===== src/rtl/bsh_pkg.sv =====
package bsh_pkg;
  typedef enum logic [2:0] {
    OP_RCL = 3'd0,
    OP_RCR = 3'd1,
    OP_ROL = 3'd2,
    OP_ROR = 3'd3,
    OP_SHL = 3'd4,
    OP_SAR = 3'd5,
    OP_SHR = 3'd6,
    OP_NOP = 3'd7
  } bsh_op_e;
endpackage


===== src/rtl/bsh_step.sv =====
// One-position move of the operand and carry (combinational).
module bsh_step #(
  parameter int W = 16
) (
  input  bsh_pkg::bsh_op_e op,
  input  logic             wide,
  input  logic [W-1:0]     d_in,
  input  logic             c_in,
  output logic [W-1:0]     d_out,
  output logic             c_out
);
  import bsh_pkg::*;
  localparam int B = W / 2;

  // Returns {carry, data} after a single move; top is the active MSB index.
  function automatic logic [W:0] move1(input bsh_op_e o, input logic [W-1:0] v,
                                       input logic ci, input int top);
    logic [W-1:0] nv;
    logic         co;
    nv = v;
    co = ci;
    case (o)
      OP_RCL: begin nv = (v << 1) | {{(W-1){1'b0}}, ci};   co = v[top]; end
      OP_RCR: begin nv = v >> 1; nv[top] = ci;             co = v[0];   end
      OP_ROL: begin nv = (v << 1) | {{(W-1){1'b0}}, v[top]}; co = v[top]; end
      OP_ROR: begin nv = v >> 1; nv[top] = v[0];           co = v[0];   end
      OP_SHL: begin nv = v << 1;                           co = v[top]; end
      OP_SAR: begin nv = v >> 1; nv[top] = v[top];         co = v[0];   end
      OP_SHR: begin nv = v >> 1; nv[top] = 1'b0;           co = v[0];   end
      default: begin nv = v;                               co = ci;     end
    endcase
    return {co, nv};
  endfunction

  logic [W-1:0] act_mask;
  logic [W:0]   mv;

  assign act_mask = wide ? {W{1'b1}} : {{(W-B){1'b0}}, {B{1'b1}}};
  assign mv       = move1(op, d_in, c_in, wide ? W-1 : B-1);
  assign d_out    = (mv[W-1:0] & act_mask) | (d_in & ~act_mask);
  assign c_out    = mv[W];
endmodule


===== src/rtl/bsh_seq.sv =====
// Position counter and busy/done sequencing.
module bsh_seq #(
  parameter int CNT_W = 8
) (
  input  logic             clk,
  input  logic             rst_n,
  input  logic             start,
  input  logic             use_cnt,
  input  logic [CNT_W-1:0] cnt_in,
  output logic             busy,
  output logic             accept,
  output logic             step_fire,
  output logic             finish,
  output logic             done
);
  logic [CNT_W-1:0] rem_q;
  logic             busy_q;
  logic             done_q;

  assign accept    = start & ~busy_q;
  assign step_fire = busy_q & (rem_q != '0);
  assign finish    = busy_q & (rem_q == '0);
  assign busy      = busy_q;
  assign done      = done_q;

  always_ff @(posedge clk or negedge rst_n) begin
    if (!rst_n) begin
      busy_q <= 1'b0;
      rem_q  <= '0;
      done_q <= 1'b0;
    end else begin
      done_q <= finish;
      if (accept) begin
        busy_q <= 1'b1;
        rem_q  <= use_cnt ? cnt_in : CNT_W'(1);
      end else if (step_fire) begin
        rem_q  <= rem_q - CNT_W'(1);
      end else if (finish) begin
        busy_q <= 1'b0;
      end
    end
  end
endmodule


===== src/rtl/bitstep_shifter.sv =====
module bitstep_shifter #(
  parameter int WORD_W = 16,
  parameter int CNT_W  = 8
) (
  input  logic              clk,
  input  logic              rst_n,
  input  logic              start,
  input  logic [WORD_W-1:0] operand,
  input  logic              wide,
  input  logic [2:0]        op,
  input  logic              use_cnt_reg,
  input  logic [CNT_W-1:0]  cnt_reg,
  input  logic              carry_in,
  output logic              busy,
  output logic [WORD_W-1:0] result,
  output logic              carry_out,
  output logic              done
);
  import bsh_pkg::*;

  logic              accept, step_fire, finish;
  logic [WORD_W-1:0] data_q, data_nx;
  logic              carry_q, carry_nx;
  bsh_op_e           op_q;
  logic              wide_q;

  bsh_seq #(.CNT_W(CNT_W)) u_seq (
    .clk(clk), .rst_n(rst_n), .start(start), .use_cnt(use_cnt_reg),
    .cnt_in(cnt_reg), .busy(busy), .accept(accept), .step_fire(step_fire),
    .finish(finish), .done(done)
  );

  bsh_step #(.W(WORD_W)) u_step (
    .op(op_q), .wide(wide_q), .d_in(data_q), .c_in(carry_q),
    .d_out(data_nx), .c_out(carry_nx)
  );

  always_ff @(posedge clk or negedge rst_n) begin
    if (!rst_n) begin
      data_q  <= '0;
      carry_q <= 1'b0;
      op_q    <= OP_RCL;
      wide_q  <= 1'b0;
    end else if (accept) begin
      data_q  <= operand;
      carry_q <= carry_in;
      op_q    <= bsh_op_e'(op);
      wide_q  <= wide;
    end else if (step_fire) begin
      data_q  <= data_nx;
      carry_q <= carry_nx;
    end
  end

  assign result    = data_q;
  assign carry_out = carry_q;
endmodule


===== config.mk =====
export PLATFORM = sky130hd
export DESIGN_NAME = bitstep_shifter
export DESIGN_NICKNAME = d
export VERILOG_FILES = /design/src/rtl/bsh_pkg.sv /design/src/rtl/bsh_step.sv /design/src/rtl/bsh_seq.sv /design/src/rtl/bitstep_shifter.sv
export SDC_FILE = /design/constraint.sdc
export NUM_CORES = 1
export LEC_CHECK = 0
export BUFFER_PORTS_ARGS = -buffer_cell sky130_fd_sc_hd__buf_4
export CAP_MARGIN = 20
export CELL_PAD_IN_SITES_DETAIL_PLACEMENT = 0
export CELL_PAD_IN_SITES_GLOBAL_PLACEMENT = 1
export CORE_MARGIN = 5
export CORE_UTILIZATION = 42
export CTS_BUF_LIST = sky130_fd_sc_hd__clkbuf_8
export CTS_CLUSTER_SIZE = 16
export DETAILED_ROUTE_END_ITERATION = 10
export PLACE_DENSITY = 0.85
export SETUP_SLACK_MARGIN = 0.05
export SLEW_MARGIN = 20
export SYNTH_ARGS = -nofsm -noshare
export SYNTH_HDL_FRONTEND = slang
export SYNTH_HIERARCHICAL = 1
export SYNTH_SLANG_ARGS = --single-unit

===== constraint.sdc =====
create_clock -name clk -period 2.2 [get_ports clk]
set_input_delay 0 -clock clk [delete_from_list [all_inputs] [get_ports clk]]
set_output_delay 0 -clock clk [all_outputs]
set_load 0.02 [all_outputs]

==> summary by stage <==
Run status
The run finished with clean final reports.

Timing
Timing would allow up to slightly above 500 MHz. The worst clock skew on the final layout is 0.00503 ns. The period utilization is 89.2%. The max-slew violation total from the final report is 0. The number of hold violations in the final report is 0.

After layout, the minimum clock period comes to approximately 2.0 ns. Setup violations remaining at the end of the flow were counted as 0. Hold is met by 0.0146 ns. The total negative slack is 0 ns.

Setup repair after global routing left no endpoint under its margin. The actual slew at the worst max-slew pin is 0.582 ns. Headroom to the max-slew limit came out at 61.1%.

Logic synthesis
The largest total area in the synthesized netlist belongs to sky130_fd_sc_hd__dfrtp_1. The part of the Yosys area used for sequential elements is 34.6%. The count of warnings emitted by yosys is 6. The cell area that synthesis handed to floorplanning was 0.00224 sq mm. The number of register bits inferred by synthesis is 31. In this run, synthesis inferred 0 flip-flops with an integrated enable. The share of synthesized area in the top cell type comes to between 30% and 40%. The net count after synthesis is 286.

The post-synthesis async set-or-reset flop share is 100%. The mean area per synthesized cell is around 8.9 sq um. Yosys attributes the largest share of cell area to sky130_fd_sc_hd__dfrtp_1 35%, sky130_fd_sc_hd__mux2i_1 10%, sky130_fd_sc_hd__nand2_1 5.4%. The most used flip-flop cell after synthesis is sky130_fd_sc_hd__dfrtp_1. In this run, distinct cell masters in the synthesized netlist total 52.

The cell count after synthesis came out at approximately 250.

Place
Detailed placement finished with a half-perimeter wire length of 3810 microns. Once placement completed, the tool counted placed cells totaling 360. Port buffering added 51 buffers.

The congestion estimate from routability-driven global placement came to 0.795.

Routing
The via count normalized by instance count is 5.44. Across all layers, the routed design uses 2,138 vias. The first-pass detailed-route iteration total is 4.

Once detail routing completed, the nets flagged for antenna violations numbered 0. The DRC violation total after the first TritonRoute iteration is 184. The post-detailed-route DRC marker count is 0.

The average routed wire per standard cell is roughly 14 microns. The overall routed net length is 5590 microns.

Floorplanning
The vertical die dimension is 83.1 microns. The starting density of the core is 43.6%. The die covers 0.00690 sq mm. The die boundary width is 83.1 microns.

The total core area is 0.00514 sq mm. Row generation in the floorplan step produced 26 rows. The number of top-level design ports is between 50 and 60.

Clocking
The largest buffer count on any clock path is 2. Clock tree synthesis found a total of 31 sinks. The post-cts gate resize count is 0. Buffers inserted during clock tree synthesis total 5.

The H-tree level count is 2. At the later pin of the worst-skew pair, clock insertion delay measures 0.28 ns. The clock edge transition at the registers on the reported setup and hold paths is around 0.070 ns. The cell sitting at the root of the clock tree is a sky130_fd_sc_hd__clkbuf_8. The clock tree from TritonCTS is done.

Power
Summed over all cells, the static leakage comes to 1.36 nW. Across the VDD grid, the largest voltage drop is 0.000683 V. The power per unit of standard cell area is 1360 mW/mm^2.

Worst hold path
The count of cells along the worst hold path is 3. The path with the worst hold slack has its endpoint at u_seq/rem_q[1]. In this run the most critical hold path is launched from cnt_reg[1]. The worst hold path belongs to the class in -> reg.

GRT
The initial antenna violation count is 0. The busiest metal layer after global routing is met2. The maximum number of pins on one net before global-route repair is 35. The total congestion overflow after global routing is 0. Across every metal layer, demand over resource in global routing totals 16.2%.

For met2 alone, demand over resource in global routing was a little over a quarter. In the global route stage, met1 resource usage came out at 21.0%. The first global-routing pass estimated about 9400 microns of wire. The via count of the first global-routing pass came to 2,029. The met3 demand-to-capacity share in global routing is 3.96%.

Finish
The number of nets at the end of the flow is 356. The layout overhead on the synthesized area is 32.6%. The layout filler cell count is 483.

In the final layout, the share of cells above drive strength 1 is 25.1%. The number of antenna diodes in the final layout is 0. After the flow finishes, the layout carries non-filler instances totaling just under 400. The library cell used most frequently in the layout, excluding fill and tap cells, is sky130_fd_sc_hd__buf_4.

In the layout the commonest cells are 58 x sky130_fd_sc_hd__buf_4, 32 x sky130_fd_sc_hd__nand2_1, 31 x sky130_fd_sc_hd__dfrtp_1.

Setup path
The critical path endpoint category is a register. The worst register-to-register path ends at result[10]. The kind of start point of the critical path is a register. The largest stage delay on the critical path is 0.51 ns.

On the critical path, the stage with the largest delay is an instance of sky130_fd_sc_hd__nor4b_2. For flop-to-flop paths, the worst setup slack is 0.24 ns. The start of the worst register-to-register path is u_seq/rem_q[0].

The number of cells on the worst reg-to-reg path is 7. For the worst setup path, the data required time is 2.37 ns. Data on the critical path arrives at its endpoint at 2.14 ns. The maximum net fanout on the critical path is 21. In this run the worst setup path begins at u_seq/rem_q[0].

Walking the worst path, the cells encountered are inv_1, ha_1, nor4b_2, a21boi_2, buf_4, mux2i_1, o21ai_1. The critical path is of the reg -> reg type.

Run
The max-cap violation count is 0.
registers in the layout, summed over array words and instances, names as in the netlist:
signal,count
result,16
u_seq/rem_q,8
op_q,3
carry_out,1
u_seq/busy,1
u_seq/done,1
wide_q,1
critical path, delay by kind of cell, from the launching register on:
| kind | cells | cell delay [ns] |
|---|---|---|
| muxes | 1 | 0.21 |
| buffers and inverters | 2 | 0.36 |
| and+or+nand+nor | 1 | 0.51 |
| AOI/OAI and AO/OA | 2 | 0.16 |
| DFF | 1 | 0.39 |
| adders and majority gates | 1 | 0.21 |
how the worst max path moves through the flow:
stage	to	cells past startpoint
2_1_floorplan	result[8]	8
3_3_place_gp	result[8]	7
3_5_place_dp	result[10]	7
4_1_cts	result[10]	7
5_1_grt	result[8]	7
6_report	result[10]	7
logic make-up (layout without fill, tap and decap cells):
| logic type | after synthesis | after routing | share of synthesized area, % |
|---|---|---|---|
| fa+ha+maj | 1 | 1 | 0.558 |
| simple gates | 74 | 74 | 16.3 |
| mux | 34 | 34 | 16.1 |
| compound gates | 85 | 85 | 24.1 |
| flops | 31 | 31 | 34.6 |
| buf+inv | 27 | 98 | 8.37 |
power by group:
group          internal, mW  switching, mW
Combinational          1.11           1.15
Sequential            0.847          0.454
Clock                 0.281          0.218
layer usage:
metal,part of all wire (%),up-vias
met4,1.0,0
met5,0,-
met1,47,1009
met3,4.3,5
met2,47,49
li1,-,1075
synth_stat cells (all sizes together) (4+ instances only):
master / count
nor3: 4
inv: 6
a21oi: 13
nor2: 14
o22ai: 15
dfrtp: 31
buf: 17
nand3: 6
o211ai: 7
nand2b: 7
mux2: 11
o21ai: 30
nand2: 33
mux2i: 23
area by class of cell:
class / count / area [sq um] / share of cell area, %
clock inverter: 1 / 3.75 / 0.126
clock buffer: 7 / 96.3 / 3.24
multi-input combinational: 194 / 1280 / 43.1
timing repair buffer: 84 / 706 / 23.7
inverter: 6 / 22.5 / 0.757
tap: 70 / 87.6 / 2.94
sequential: 31 / 776 / 26.1
repair_timing:
item / CTS / global route
buffers inserted: 0 / 0
hold buffers: 25 / 0
hold endpoints to repair: 55 / 0
metrics by stage:
stage	utilization, %	setup slack [ns]	power, mW	instance area [sq um]
after detailed placement	51.0	0.263	3.52	2620
after CTS	57.9	0.226	4.08	2970
after global placement	51.0	0.352	3.48	2620
after floorplan	-	0.316	3.00	2240
after global routing	57.9	0.0847	4.40	2970
final	57.9	0.238	4.06	2970
Power figures use the tool's default switching activity.
